$ cat config.mk
export PLATFORM = sky130hd
export DESIGN_NAME = wdog_nmi_timer
export DESIGN_NICKNAME = d
export VERILOG_FILES = /design/src/rtl/wdog_pkg.sv /design/src/rtl/wdog_regfile.sv /design/src/rtl/wdog_prescaler.sv /design/src/rtl/wdog_countdown.sv /design/src/rtl/wdog_nmi_timer.sv
export SDC_FILE = /design/constraint.sdc
export NUM_CORES = 1
export LEC_CHECK = 0
export ABC_AREA = 0
export BUFFER_PORTS_ARGS = -buffer_cell sky130_fd_sc_hd__buf_2
export CAP_MARGIN = 25
export CORE_MARGIN = 2
export CORE_UTILIZATION = 50
export CTS_CLUSTER_DIAMETER = 50
export DETAILED_ROUTE_END_ITERATION = 8
export PLACE_DENSITY = 0.79
export SLEW_MARGIN = 40
export SYNTH_ARGS = -nofsm -noshare
export SYNTH_HDL_FRONTEND = slang
export SYNTH_HIERARCHICAL = 1
export SYNTH_SLANG_ARGS = --single-unit
$ cat constraint.sdc
create_clock -name clk -period 3.65 [get_ports clk]
set_input_delay 0.73 -clock clk [delete_from_list [all_inputs] [get_ports clk]]
set_output_delay 0.73 -clock clk [all_outputs]
set_load 0.02 [all_outputs]
$ cat src/rtl/wdog_pkg.sv
package wdog_pkg;
  localparam int DATA_W = 16;
  localparam int RUN_BIT = 0;

  // Ticks in one unit of the coarse time base.
  function automatic int unit_cycles(input int clk_khz, input int unit_ms);
    return clk_khz * unit_ms;
  endfunction

  // Warning window, in units.
  function automatic int lead_units(input int lead_ms, input int unit_ms);
    return lead_ms / unit_ms;
  endfunction

  // Remaining count after one unit step, saturating at zero.
  function automatic logic [DATA_W-1:0] step_down(input logic [DATA_W-1:0] c);
    return (c == '0) ? '0 : c - 1'b1;
  endfunction

  // True when a remaining count lies inside the warning window.
  function automatic logic in_window(input logic [DATA_W-1:0] c, input int lead);
    return int'({16'b0, c}) <= lead;
  endfunction
endpackage

$ cat src/rtl/wdog_regfile.sv
module wdog_regfile
  import wdog_pkg::*;
#(
  parameter int ADDR_W = 8,
  parameter int RELOAD_OFS = 'h70,
  parameter int CTRL_OFS = 'h72
) (
  input  logic              clk,
  input  logic              rst_n,
  input  logic              bus_sel,
  input  logic              bus_wr,
  input  logic [ADDR_W-1:0] bus_addr,
  input  logic [DATA_W-1:0] bus_wdata,
  input  logic              expire,
  output logic [DATA_W-1:0] bus_rdata,
  output logic [DATA_W-1:0] reload_q,
  output logic              run_q,
  output logic              start_pulse,
  output logic              refresh_pulse
);
  logic [DATA_W-1:0] ctrl_q;
  logic hit_reload, hit_ctrl, wr_reload, wr_ctrl;

  assign hit_reload = (bus_addr == ADDR_W'(RELOAD_OFS));
  assign hit_ctrl   = (bus_addr == ADDR_W'(CTRL_OFS));
  assign wr_reload  = bus_sel && bus_wr && hit_reload;
  assign wr_ctrl    = bus_sel && bus_wr && hit_ctrl;

  assign run_q         = ctrl_q[RUN_BIT];
  assign start_pulse   = wr_ctrl && bus_wdata[RUN_BIT] && !ctrl_q[RUN_BIT];
  assign refresh_pulse = wr_reload && ctrl_q[RUN_BIT];

  always_ff @(posedge clk) begin
    if (!rst_n) begin
      reload_q <= '0;
      ctrl_q   <= '0;
    end else begin
      if (wr_reload) reload_q <= bus_wdata;
      if (wr_ctrl) ctrl_q <= bus_wdata;
      if (expire) ctrl_q[RUN_BIT] <= 1'b0;
    end
  end

  always_comb begin
    if (hit_reload) bus_rdata = reload_q;
    else if (hit_ctrl) bus_rdata = ctrl_q;
    else bus_rdata = '0;
  end
endmodule

$ cat src/rtl/wdog_prescaler.sv
module wdog_prescaler #(
  parameter int TICK_CYCLES = 128
) (
  input  logic clk,
  input  logic rst_n,
  input  logic run,
  input  logic clr,
  output logic tick
);
  localparam int DIV_W = (TICK_CYCLES > 1) ? $clog2(TICK_CYCLES) : 1;
  localparam logic [DIV_W-1:0] LAST = DIV_W'(TICK_CYCLES - 1);

  logic [DIV_W-1:0] div_q;

  assign tick = run && (div_q == LAST);

  always_ff @(posedge clk) begin
    if (!rst_n || clr || !run) div_q <= '0;
    else if (div_q == LAST) div_q <= '0;
    else div_q <= div_q + 1'b1;
  end
endmodule

$ cat src/rtl/wdog_countdown.sv
module wdog_countdown
  import wdog_pkg::*;
#(
  parameter int LEAD_TICKS = 70,
  parameter int RST_PULSE = 16
) (
  input  logic              clk,
  input  logic              rst_n,
  input  logic              run,
  input  logic              tick,
  input  logic              load,
  input  logic [DATA_W-1:0] load_val,
  output logic [DATA_W-1:0] cnt_q,
  output logic              expire,
  output logic              nmi_o,
  output logic              sys_rst_o
);
  localparam int PW = $clog2(RST_PULSE + 1);

  logic [PW-1:0] pulse_q;
  logic [DATA_W-1:0] next_cnt;
  logic step;

  assign step     = run && tick && !load;
  assign next_cnt = step_down(cnt_q);
  assign expire   = step && (cnt_q <= 16'd1);
  assign sys_rst_o = (pulse_q != '0);

  always_ff @(posedge clk) begin
    if (!rst_n) begin
      cnt_q   <= '0;
      nmi_o   <= 1'b0;
      pulse_q <= '0;
    end else begin
      if (load) begin
        cnt_q <= load_val;
        nmi_o <= 1'b0;
      end else if (step) begin
        cnt_q <= next_cnt;
        if (in_window(next_cnt, LEAD_TICKS)) nmi_o <= 1'b1;
      end
      if (expire) pulse_q <= PW'(RST_PULSE);
      else if (pulse_q != '0) pulse_q <= pulse_q - 1'b1;
    end
  end
endmodule

$ cat src/rtl/wdog_nmi_timer.sv
module wdog_nmi_timer
  import wdog_pkg::*;
#(
  parameter int CLK_KHZ = 100_000,
  parameter int UNIT_MS = 128,
  parameter int LEAD_MS = 9000,
  parameter int RST_PULSE = 16,
  parameter int ADDR_W = 8
) (
  input  logic              clk,
  input  logic              rst_n,
  input  logic              bus_sel,
  input  logic              bus_wr,
  input  logic [ADDR_W-1:0] bus_addr,
  input  logic [15:0]       bus_wdata,
  output logic [15:0]       bus_rdata,
  output logic              nmi_o,
  output logic              sys_rst_o
);
  localparam int TICK_CYCLES = unit_cycles(CLK_KHZ, UNIT_MS);
  localparam int LEAD_TICKS  = lead_units(LEAD_MS, UNIT_MS);

  logic [DATA_W-1:0] reload_q, cnt_q, load_val;
  logic run_q, start_pulse, refresh_pulse, cnt_load, tick, expire;

  assign cnt_load = start_pulse || refresh_pulse;
  assign load_val = start_pulse ? reload_q : bus_wdata;

  wdog_regfile #(.ADDR_W(ADDR_W)) u_regs (
    .clk(clk), .rst_n(rst_n), .bus_sel(bus_sel), .bus_wr(bus_wr),
    .bus_addr(bus_addr), .bus_wdata(bus_wdata), .expire(expire),
    .bus_rdata(bus_rdata), .reload_q(reload_q), .run_q(run_q),
    .start_pulse(start_pulse), .refresh_pulse(refresh_pulse)
  );

  wdog_prescaler #(.TICK_CYCLES(TICK_CYCLES)) u_pre (
    .clk(clk), .rst_n(rst_n), .run(run_q), .clr(cnt_load), .tick(tick)
  );

  wdog_countdown #(.LEAD_TICKS(LEAD_TICKS), .RST_PULSE(RST_PULSE)) u_cnt (
    .clk(clk), .rst_n(rst_n), .run(run_q), .tick(tick), .load(cnt_load),
    .load_val(load_val), .cnt_q(cnt_q), .expire(expire), .nmi_o(nmi_o),
    .sys_rst_o(sys_rst_o)
  );
endmodule

### After elaboration in Yosys (flattened, before gate mapping)

Index checks and enable logic that the tools add are counted.
Widths: inputs -> output; s select.

| word-level totals | value |
|---|---|
| register bits after elaboration | 78 |
| latch bits | 0 |
| RAM bits | 0 |
| ROM bits | 0 |
| input bits | 28 |
| output and inout bits | 18 |
| memories | 0 |

| cells by class | value |
|---|---|
| add/sub/neg operators | 3 |
| multiply operators | 0 |
| div/mod/pow operators | 0 |
| magnitude comparators | 2 |
| equality and inequality tests | 3 |
| shifts and indexed selects | 0 |
| muxes and demuxes | 8 |
| bitwise gates (word level) | 1 |
| reduce and logical (&&, ||, !) cells | 24 |

Operator list:

| kind | number |
|---|---|
| $mux 16 | 6 |
| $add 24x1->24 const B | 1 |
| $eq 24x24->1 const B | 1 |
| $eq 8x7->1 const B | 2 |
| $le 16x1->1 const B | 1 |
| $le 16x7->1 const B | 1 |
| $logic_not 16->1 | 1 |
| $sub 16x1->16 const B | 1 |
| $logic_and 1x1->1 | 10 |
| $mux 5 | 2 |
| $reduce_or 2->1 | 3 |
| $reduce_bool 5->1 | 1 |
| $sub 5x1->5 const B | 1 |
| $reduce_bool 2->1 | 2 |
| $logic_not 1->1 | 3 |
| $logic_or 1x1->1 | 3 |
| $reduce_and 2->1 | 1 |
| $not 1->1 | 1 |

### Depth between registers and ports, before layout

Gate-level depths: netlist of the first run.

| depth | value |
|---|---|
| word-level depth | 9 |
| mapped depth | 12 |

### Modules after synthesis

Netlist of the first run, hierarchy kept.

Modules (own cells, without submodules):

| module | instances | cells each | area each (µm²) | seq. area each (µm²) |
|---|---|---|---|---|
| wdog_countdown | 1 | 210 | 1632.8 | 440.4 |
| wdog_regfile | 1 | 166 | 1550.2 | 640.6 |
| wdog_prescaler | 1 | 137 | 1179.9 | 480.5 |
| wdog_nmi_timer | 1 | 19 | 251.5 | 0.0 |

### Worst setup path before layout of the first run

OpenSTA, ideal clock, no wires.

| timing | value |
|---|---|
| path type | input to register |
| start | input bus_addr[2] |
| end | register u_pre.div_q[16] |
| arrival time | 3.232 ns |
| data required time | 3.535 ns |
| slack | 0.303 ns |
| stages on the path | 12 |
| path buffers | 4 |
| path through | or4b_4 > or2_1 > clkbuf_1 > nor4_1 > buf_6 > buf_12 > or2_1 > nand3b_1 > inv_1 > o31ai_4 > buf_4 > nor2_1 |

| on the way | value |
|---|---|
| word-level cells in the longest chain between the ends | 8 |

Ends and longest elaborated chain:

| what | line | source |
|---|---|---|
| start, declared | wdog_nmi_timer.sv:14 | `input logic [ADDR_W-1:0] bus_addr,` |
| $eq 8x7->1 | wdog_regfile.sv:25 | `assign hit_ctrl = (bus_addr == ADDR_W'(CTRL_OFS));` |
| $logic_and 1x1->1 | wdog_regfile.sv:27 | `assign wr_ctrl = bus_sel && bus_wr && hit_ctrl;` |
| $logic_and 1x1->1 (2 in series) | wdog_regfile.sv:30 | `assign start_pulse = wr_ctrl && bus_wdata[RUN_BIT] && !ctrl_q[RUN_BIT];` |
| net start_pulse | wdog_nmi_timer.sv:24 | `logic run_q, start_pulse, refresh_pulse, cnt_load, tick, expire;` |
| $logic_or 1x1->1 | wdog_nmi_timer.sv:26 | `assign cnt_load = start_pulse \|\| refresh_pulse;` |
| net cnt_load | wdog_nmi_timer.sv:24 |  |
| $logic_or 1x1->1 (2 in series) | wdog_prescaler.sv:18 | `if (!rst_n \|\| clr \|\| !run) div_q <= '0;` |
| $reduce_or 2->1 (no source line) | -- |  |
| end signal, assigned | wdog_prescaler.sv:20 | `else div_q <= div_q + 1'b1;` |
| end, declared | wdog_prescaler.sv:13 | `logic [DIV_W-1:0] div_q;` |

The timed path passes the listed nets, and every way through them passes these cells.
A chain may end at the register's enable or synchronous reset.

### Worst setup path after layout of the first run

| timing | value |
|---|---|
| start | register u_pre.div_q[0] |
| end | register u_regs.ctrl_q[0] |

| on the way | value |
|---|---|
| word-level cells in the longest chain between the ends | 6 |

Ends and longest elaborated chain:

| what | line | source |
|---|---|---|
| $eq 24x24->1 | wdog_prescaler.sv:15 | `assign tick = run && (div_q == LAST);` |
| $logic_and 1x1->1 | wdog_prescaler.sv:15 |  |
| net tick | wdog_nmi_timer.sv:24 |  |
| $logic_and 1x1->1 (2 in series) | wdog_countdown.sv:24 | `assign step = run && tick && !load;` |
| $logic_and 1x1->1 | wdog_countdown.sv:26 | `assign expire = step && (cnt_q <= 16'd1);` |
| net expire | wdog_nmi_timer.sv:24 |  |
| $reduce_or 2->1 (no source line) | -- |  |
| end signal, assigned | wdog_regfile.sv:39 | `if (wr_ctrl) ctrl_q <= bus_wdata;` |
| end, declared | wdog_regfile.sv:21 | `logic [DATA_W-1:0] ctrl_q;` |

The timed path passes the listed nets, and every way through them passes these cells.

==> results.md, run 1 <==
- After technology mapping, the gate count stands at roughly 530.
- The buffer cell driving the clock tree root is sky130_fd_sc_hd__clkbuf_8.
- Data arrives at the worst endpoint at 3270 ps.
- In the synthesized netlist the async set-or-reset flop fraction comes to 0%.
- The via count of the first global-routing pass is approximately 4000.
- Dividing the detail-routed wire length by the instance count gives between 15 and 20 µm.
- The die is ~100 µm tall.
- Counting the buffers created by CTS gives 9.
- The quantity of gates resized following cts is 0.
- In this run the post-CTS setup repair buffer count came out at 0.
- The via-per-instance ratio is 5.88.
- The starting density of the core is a little over 50%.
- Global routing used about 23% of the available tracks across all layers.
- After routing, the total negative slack on setup checks comes to 0 ps.
- The post-detailed-route DRC marker count is 0.
- The final-report max-slew violation count is 0.
- The first global-routing pass estimated approximately 18000 µm of wire.
- The flip-flop cell with the highest count after synthesis is sky130_fd_sc_hd__dfxtp_1.
- The final routed wirelength across all metal layers is 10900 µm.
- No sink is reached through more buffers than the 2 on the longest clock path.
- The clock period minus final worst setup slack is 3020 ps.
- The width of the die is approximately 100 µm.
- At the pin with the least slew margin, the transition time is 702 ps.
- Clock-pin slew was measured on the worst setup and hold paths at 90 ps.
- The number of sinks on the clock net is 78.
- The total of hold buffers inserted after clock tree synthesis is 0.
- Measured against its own limit, the worst slew margin works out to roughly 53%.
- At the later pin of the worst-skew pair, clock insertion delay measures 360 ps.
- The count of buffers added on input and output ports is between 40 and 50.
- After synthesis, the mean cell area works out to between 8 and 9 µm².
- The synthesized netlist contains between 70 and 80 unique library cells.
- The sort of element at the start of the critical path is a register.
- Global routing finished with a remaining overflow of 0.
- The minimum setup slack in the final design is between 600 and 700 ps.
- Setup repair after global routing left no endpoint under its margin.
- The congestion estimate from routability-driven global placement came to roughly 1.0.
- Yosys mapped a number of flops with a built-in enable equal to 0.
- After the last flow step, the layout net total stands at about 600.
- The number of nets in the synthesized netlist is around 570.
- CTS built an H-tree with a depth of 3.
- The synthesis-to-layout area growth is 9.54%.
- In this run the power density over the cells is between 300 and 400 mW/mm².
- Setup violations remaining at the end of the flow were counted as 0.
- The data required time of the worst path is roughly 3900 ps.
- The floorplan die area is approximately 0.010 mm².
- The max-cap check violation count is 0.
- The core region area is ~0.009 mm².
- The post-detailed-route count of antenna-violating nets is 0.
- The worst setup path is captured at a register.
- The design area is 0.00505 mm².
- The static power due to leakage is 1.86 nW.
- The cell area that synthesis handed to floorplanning was between 0.004 and 0.005 mm².
- Counting the fill cells in the layout gives around 810.
- Row generation in the floorplan step produced 35 rows.
- The setup slack after placement is approximately 480 ps.
- The flow ran to the end, and the final reports show no timing, DRC or antenna violations.
- The top achievable clock speed is between 300 and 400 MHz.
- The post-synthesis sequential area ratio is ~34%.
- The final route contains around 4000 vias.
- The worst-case clock skew is 13.8 ps.
- VDD sags by at most 0.185 mV.
- The largest net degree at the start of global routing is 40.
- The worst setup path category is register to register.
- The total count of hold-check failures in the final report is 0.
- TritonCTS built the clock tree.
- The Yosys step of the flow raised 6 warnings.
- The period utilization is between 80% and 90%.
- The post-place instance area is 0.00484 mm².
- The antenna diode count is 0.
- The path type of the worst min-delay path is register to register.
- The fraction of layout cells with a size suffix above 1 is a little under a fifth.
- The number of iterations in the first detailed-routing pass is 5.
- The maximum fanout along the worst path is 12.
- The register bit count reported by yosys is between 70 and 80.
- Once detailed placement completed, the half-perimeter wirelength came to approximately 7900 µm.
- The violation count after the first detailed-routing iteration is around 310.
- The number of top-level pins is 46.
- The initial antenna violation count is 0.
- Cells fill between 50 and 60% of the core in the end.
## state kept, by name, indices dropped and copies added, names as in the netlist
register / cells
u_pre/div_q: 24
u_regs/ctrl_q: 16
u_cnt/cnt_q: 16
u_cnt/nmi_o: 1
u_cnt/pulse_q: 5
u_regs/reload_q: 16
## worst paths after layout
kind                          from               end  slack, ps  cells past startpoint
setup / recovery    u_pre/div_q[0]  u_regs/ctrl_q[0]        630                     11
hold / removal    u_regs/ctrl_q[9]  u_regs/ctrl_q[9]        470                      2
setup reg to reg    u_pre/div_q[0]  u_regs/ctrl_q[0]        630                     11
hold reg to reg   u_regs/ctrl_q[9]  u_regs/ctrl_q[9]        470                      2
## Yosys cell counts, types with 6 or more instances
cell,number,area share [%]
sky130_fd_sc_hd__nand4_1,7,0.95
sky130_fd_sc_hd__a21oi_1,20,2.2
sky130_fd_sc_hd__mux2i_1,48,10
sky130_fd_sc_hd__nor3_1,16,1.7
sky130_fd_sc_hd__xor2_1,6,1.1
sky130_fd_sc_hd__xnor2_1,12,2.3
sky130_fd_sc_hd__nor2_1,49,4.0
sky130_fd_sc_hd__nor4_1,10,1.4
sky130_fd_sc_hd__and3_1,6,0.81
sky130_fd_sc_hd__mux2_4,9,2.9
sky130_fd_sc_hd__or4_1,11,1.8
sky130_fd_sc_hd__nand2_1,64,5.2
sky130_fd_sc_hd__nand3_1,15,1.6
sky130_fd_sc_hd__ha_1,7,1.9
sky130_fd_sc_hd__clkbuf_1,16,1.3
sky130_fd_sc_hd__dfxtp_1,78,34
sky130_fd_sc_hd__mux2_2,7,1.7
sky130_fd_sc_hd__o31ai_1,6,0.98
sky130_fd_sc_hd__buf_6,7,1.7
sky130_fd_sc_hd__o21ai_0,25,2.7
sky130_fd_sc_hd__inv_1,16,1.3
sky130_fd_sc_hd__a31oi_1,7,0.95
## cell usage in the layout, fill, tap and decap left out, drive strengths merged, types with 2 or more instances in the layout
master	instances
a21boi	2
a21oi	20
a221oi	6
a311o	2
a311oi	2
a31oi	7
and2	2
and3	6
and4	2
buf	57
clkbuf	9
clkinv	2
dfxtp	78
ha	7
inv	19
mux2	17
mux2i	48
nand2	64
nand2b	5
nand3	15
nand3b	3
nand4	8
nor2	50
nor2b	5
nor3	18
nor3b	5
nor4	12
nor4b	3
o211a	2
o211ai	4
o21ai	27
o22ai	2
o31ai	7
or2	4
or3	4
or4	12
or4b	3
xnor2	12
xor2	6
## cell families after synthesis
kind of cell / count (synthesis) / share of synthesized area, %
flops: 78 / 33.8
simple gates: 224 / 26.2
fa+ha+maj: 7 / 1.90
xor+xnor: 18 / 3.42
mux: 65 / 15.3
buf+inv: 50 / 6.40
compound gates: 90 / 12.9
## report_power, final
part	switching [mW]	internal, mW
sequential	0.0244	0.878
combinational	0.128	0.107
clock	0.353	0.326
## stage by stage
stage,cells,hold slack [ps],power [mW]
finish,682,470,1.82
global route,682,481,1.90
CTS,682,467,1.83
detailed placement,666,455,1.15
global placement,666,442,1.14
floorplan,532,434,1.09
## layout make-up
type	count	area [µm²]	area share (%)
Clock buffer	9	124	2.45
Clock inverter	7	80.1	1.58
Inverter	16	60.1	1.19
Multi-Input combinational cell	404	2780	54.9
Sequential cell	78	1560	30.9
Tap cell	111	139	2.75
Timing Repair Buffer	57	315	6.24
## worst max-delay path, stage by stage (launching register included)
cell	delay (ps)
sky130_fd_sc_hd__dfxtp_1	400
sky130_fd_sc_hd__ha_1	260
sky130_fd_sc_hd__nand3_1	200
sky130_fd_sc_hd__or3_1	510
sky130_fd_sc_hd__nor4_1	360
sky130_fd_sc_hd__nand2_1	90
sky130_fd_sc_hd__buf_4	200
sky130_fd_sc_hd__nor3_1	200
sky130_fd_sc_hd__nand3_1	160
sky130_fd_sc_hd__inv_1	100
sky130_fd_sc_hd__and3b_1	170
sky130_fd_sc_hd__mux2_1	270
## layer usage
metal / share of wire, % / GRT usage [%] / wire length [µm]
met1: 43 / 27.9 / 4690
met5: 0 / 0 / 0
met3: 5.5 / 4.53 / 600
met2: 49 / 38.5 / 5400
met4: 2.0 / 9.17 / 214
(Power assumes the default switching activity.)
==> run 2, diff against run 1 <==
--- a/config.mk
+++ b/config.mk
@@ -5,7 +5,7 @@
 export SDC_FILE = /design/constraint.sdc
 export NUM_CORES = 1
 export LEC_CHECK = 0
-export ABC_AREA = 0
+export ABC_AREA = 1
 export BUFFER_PORTS_ARGS = -buffer_cell sky130_fd_sc_hd__buf_2
 export CAP_MARGIN = 25
 export CORE_MARGIN = 2
==> constraint.sdc (replaced) <==
create_clock -name clk -period 3 [get_ports clk]
set_input_delay 0.6 -clock clk [delete_from_list [all_inputs] [get_ports clk]]
set_output_delay 0.6 -clock clk [all_outputs]
set_load 0.02 [all_outputs]
==> results.md, run 2 <==
- The number of flip-flops under the largest register name was 24 (unchanged).
- The filler cell count in the final layout is 1001 (was 806).
- The worst relative slew slack was 50.6% (was 53.2%).
- Commonest cells post-synth: sky130_fd_sc_hd__nand2_1, sky130_fd_sc_hd__inv_1, sky130_fd_sc_hd__nor2_1, sky130_fd_sc_hd__dfxtp_1, sky130_fd_sc_hd__nand3_1 (was sky130_fd_sc_hd__dfxtp_1, sky130_fd_sc_hd__nand2_1, sky130_fd_sc_hd__nor2_1, sky130_fd_sc_hd__mux2i_1, sky130_fd_sc_hd__o21ai_0).
- The top achievable clock speed is 374 MHz (was 331 MHz).
- The worst-case clock skew is 10.9 ps (was 13.8 ps).
- The static power due to leakage is 2.48 nW (was 1.86 nW).
- The worst hold margin was 451 ps (was 470 ps).
- The width of the die was 104 µm (was 100 µm).
- The data arrival at the endpoint of the critical path is 2920 ps (was 3270 ps).
- The sum of negative setup slack is 0 ps (unchanged).
- The maximum VDD drop is 0.195 mV (was 0.185 mV).
- The most frequent cell after synthesis is sky130_fd_sc_hd__nand2_1 (was sky130_fd_sc_hd__dfxtp_1).
- The actual slew at the worst max-slew pin was 740 ps (was 702 ps).
- The largest register by flop count was u_pre/div_q (unchanged).
- The power per cell area is 424 mW/mm² (was 359 mW/mm²).
- The count of flip-flops with a built-in enable after synthesis is 0 (unchanged).
- The max-cap check violation count is 0 (unchanged).
- The sort of element at the start of the critical path is a register (unchanged).
- The post-CTS setup buffer count is 0 (unchanged).
- The area share of the largest cell type after synthesis is 31.3% (was 33.8%).
- The core region area came to 0.00973 mm² (was 0.00911 mm²).
- The initial antenna violation count came to 0 (unchanged).
- The leading cell type in the layout, fill and taps excluded is sky130_fd_sc_hd__nand2_1 (was sky130_fd_sc_hd__dfxtp_1).
- The final-report max-slew violation count is 0 (unchanged).
- The TritonCTS clock tree is yes (unchanged).
- The register bit count reported by yosys came to 78 (unchanged).
- The number of distinct library cell variants in the gate-level netlist after synthesis came to 38 (was 71).
- The antenna diode count was 0 (unchanged).
- The HPWL after detailed placement came to 8050 µm (was 7860 µm).
- The wire length of the first global-routing pass is 19000 µm (was 18400 µm).
- The delay of the slowest cell on the worst path was 570 ps (was 510 ps).
- The path type of the worst min-delay path is register to register (unchanged).
- The number of sinks on the clock net is 78 (unchanged).
- The TritonCTS buffer count came to 9 (unchanged).
- The post-synthesis net count was 803 (was 567).
- Unrepaired setup endpoints after global routing: no (unchanged).
- The total count of hold-check failures in the final report is 0 (unchanged).
- The CTS clock-pin slew for the worst setup and hold paths is 80 ps (was 90 ps).
- The total vias in the final route is 4724 (was 4011).
- The cell area after technology mapping is 0.00499 mm² (was 0.00461 mm²).
- The post-synthesis sequential area ratio is 31.3% (was 33.8%).
- The total of hold buffers inserted after clock tree synthesis is 0 (unchanged).
- The critical-path cell with the highest stage delay is sky130_fd_sc_hd__nor2_2 (was sky130_fd_sc_hd__or3_1).
- The violation count after the first detailed-routing iteration is 270 (was 312).
- The worst setup path category is register to register (unchanged).
- The data required time of the worst path is 3250 ps (was 3900 ps).
- The fraction of layout cells with a size suffix above 1 is 17.1% (was 19.1%).
- The clock latency on the worst-skew pair is 360 ps (about the same).
- The quantity of gates resized following cts was 0 (unchanged).
- The count of input and output buffers is 45 (unchanged).
- The top cell type by total area after synthesis is sky130_fd_sc_hd__dfxtp_1 (unchanged).
- The flip-flop cell with the highest count after synthesis is sky130_fd_sc_hd__dfxtp_1 (unchanged).
- The largest net degree at the start of global routing is 33 (was 40).
- The count of nets after finishing came to 842 (was 601).
- Critical-path cell list: ha_1, nand2_2, nor2_4, nand2_4, nor2_4, nand4_1, nor2_1, nand2_1, nor2_2, nand2_1, nor2_1, inv_1, nand2_1, nor2_1 (was ha_1, nand3_1, or3_1, nor4_1, nand2_1, buf_4, nor3_1, nand3_1, inv_1, and3b_1, mux2_1).
- The overall routing resource usage was 21.0% (was 22.6%).
- Status: complete, no violations (unchanged).
- The via-per-instance ratio came to 5.00 (was 5.88).
- The starting density of the core is 51.3% (was 50.7%).
- The number of top-level pins is 46 (unchanged).
- The post-detailed-route count of antenna-violating nets was 0 (unchanged).
- The proportion of synthesized flip-flops having asynchronous set or reset came to 0% (unchanged).
- The synthesis-to-layout area growth is 10.5% (was 9.54%).
- The site row count is 36 (was 35).
- The period utilization is 89.1% (was 82.8%).
- The number of iterations in the first detailed-routing pass is 5 (unchanged).
- The maximum clock insertion buffer count is 2 (unchanged).
- The post-detailed-route DRC marker count came to 0 (unchanged).
- The floorplan die area is 0.0108 mm² (was 0.0100 mm²).
- Top post-synthesis cells by area: sky130_fd_sc_hd__dfxtp_1, sky130_fd_sc_hd__nand2_1, sky130_fd_sc_hd__inv_1 (was sky130_fd_sc_hd__dfxtp_1, sky130_fd_sc_hd__mux2i_1, sky130_fd_sc_hd__nand2_1).
- The cell count after synthesis is 768 (was 532).
- The final weighted congestion of routability-driven global placement is 0.833 (was 1.04).
- The average wire length per cell after detail routing is 11.7 µm (was 16.0 µm).
- Most used cells in the layout excluding fill and tap cells: sky130_fd_sc_hd__nand2_1, sky130_fd_sc_hd__inv_1, sky130_fd_sc_hd__nor2_1, sky130_fd_sc_hd__dfxtp_1, sky130_fd_sc_hd__buf_2 (was sky130_fd_sc_hd__dfxtp_1, sky130_fd_sc_hd__nand2_1, sky130_fd_sc_hd__nor2_1, sky130_fd_sc_hd__mux2i_1, sky130_fd_sc_hd__buf_2).
- The via count of the first global-routing pass is 4171 (was 3964).
- The buffer and inverter count on the worst path was 1 (was 2).
- The final setup violation count is 0 (unchanged).
- The maximum fanout along the worst path was 18 (was 12).
- The Yosys warning count is 6 (unchanged).
- The number of levels in the clock H-tree is 3 (unchanged).
- The overflow left after global routing is 0 (unchanged).
- The height of the die is 104 µm (was 100 µm).
- The type of element capturing the critical path was a register (unchanged).
- The synthesized area per cell is 6.50 µm² (was 8.67 µm²).
- The buffer cell driving the clock tree root is sky130_fd_sc_hd__clkbuf_8 (unchanged).
- The cell class contributing the biggest share of worst-path delay was simple AND/OR/NAND/NOR gates (unchanged).
- The final routed wirelength across all metal layers is 11000 µm (was 10900 µm).
- The clock period minus final worst setup slack is 2670 ps (was 3020 ps).
[run 2: logic make-up after synthesis]
family / after synthesis / synth area share (%)
mux: 1 / 0.200
fa+ha+maj: 7 / 1.75
buf+inv: 143 / 12.3
compound gates: 47 / 5.66
xor+xnor: 20 / 3.51
flops: 78 / 31.3
simple gates: 472 / 45.3
[run 2: stage by stage]
stage          area [µm²]  utilization, %  power (mW)  setup slack, ps  cells
3_5_place_dp         5280            54.3        1.42              342    929
2_1_floorplan        4990               -        1.34              587    768
6_report             5520            56.7        2.34              326    945
5_1_grt              5520            56.7        2.46             51.5    945
3_3_place_gp         5280            54.3        1.41              324    929
4_1_cts              5520            56.7        2.36              332    945
[run 2: area by class of cell]
cell class | instances | area, µm² | share of cell area [%]
clock buffers | 10 | 128 | 2.31
clock inverters | 6 | 110 | 1.99
inverters | 119 | 454 | 8.23
multi-input cells | 547 | 2820 | 51.1
flip-flops and latches | 78 | 1560 | 28.3
well taps | 133 | 166 | 3.01
repair buffers | 52 | 278 | 5.03
[run 2: where the power goes]
part	switching, mW	leakage (nW)	internal (mW)
registers	0.0192	0.629	1.07
logic	0.180	1.74	0.129
clock network	0.394	0.112	0.551
total	0.593	2.48	1.75
[run 2: worst paths after layout]
path                  startpoint                to  slack [ps]  cells after the start
setup reg to reg  u_pre/div_q[0]  u_cnt/pulse_q[1]         330                     14
hold / removal       u_cnt/nmi_o       u_cnt/nmi_o         450                      2
hold reg to reg      u_cnt/nmi_o       u_cnt/nmi_o         450                      2
setup / recovery  u_pre/div_q[0]  u_cnt/pulse_q[1]         330                     14
[run 2: layer usage]
layer | track usage (%) | routed length, µm
met4 | 6.56 | 170
met1 | 29.8 | 5480
met2 | 32.0 | 4810
met5 | 0 | 0
met3 | 4.20 | 581
[run 2: worst min-delay path, stage by stage (launching register included)]
cell	delay (ps)
sky130_fd_sc_hd__dfxtp_1	320
sky130_fd_sc_hd__inv_1	50
sky130_fd_sc_hd__a21oi_1	50
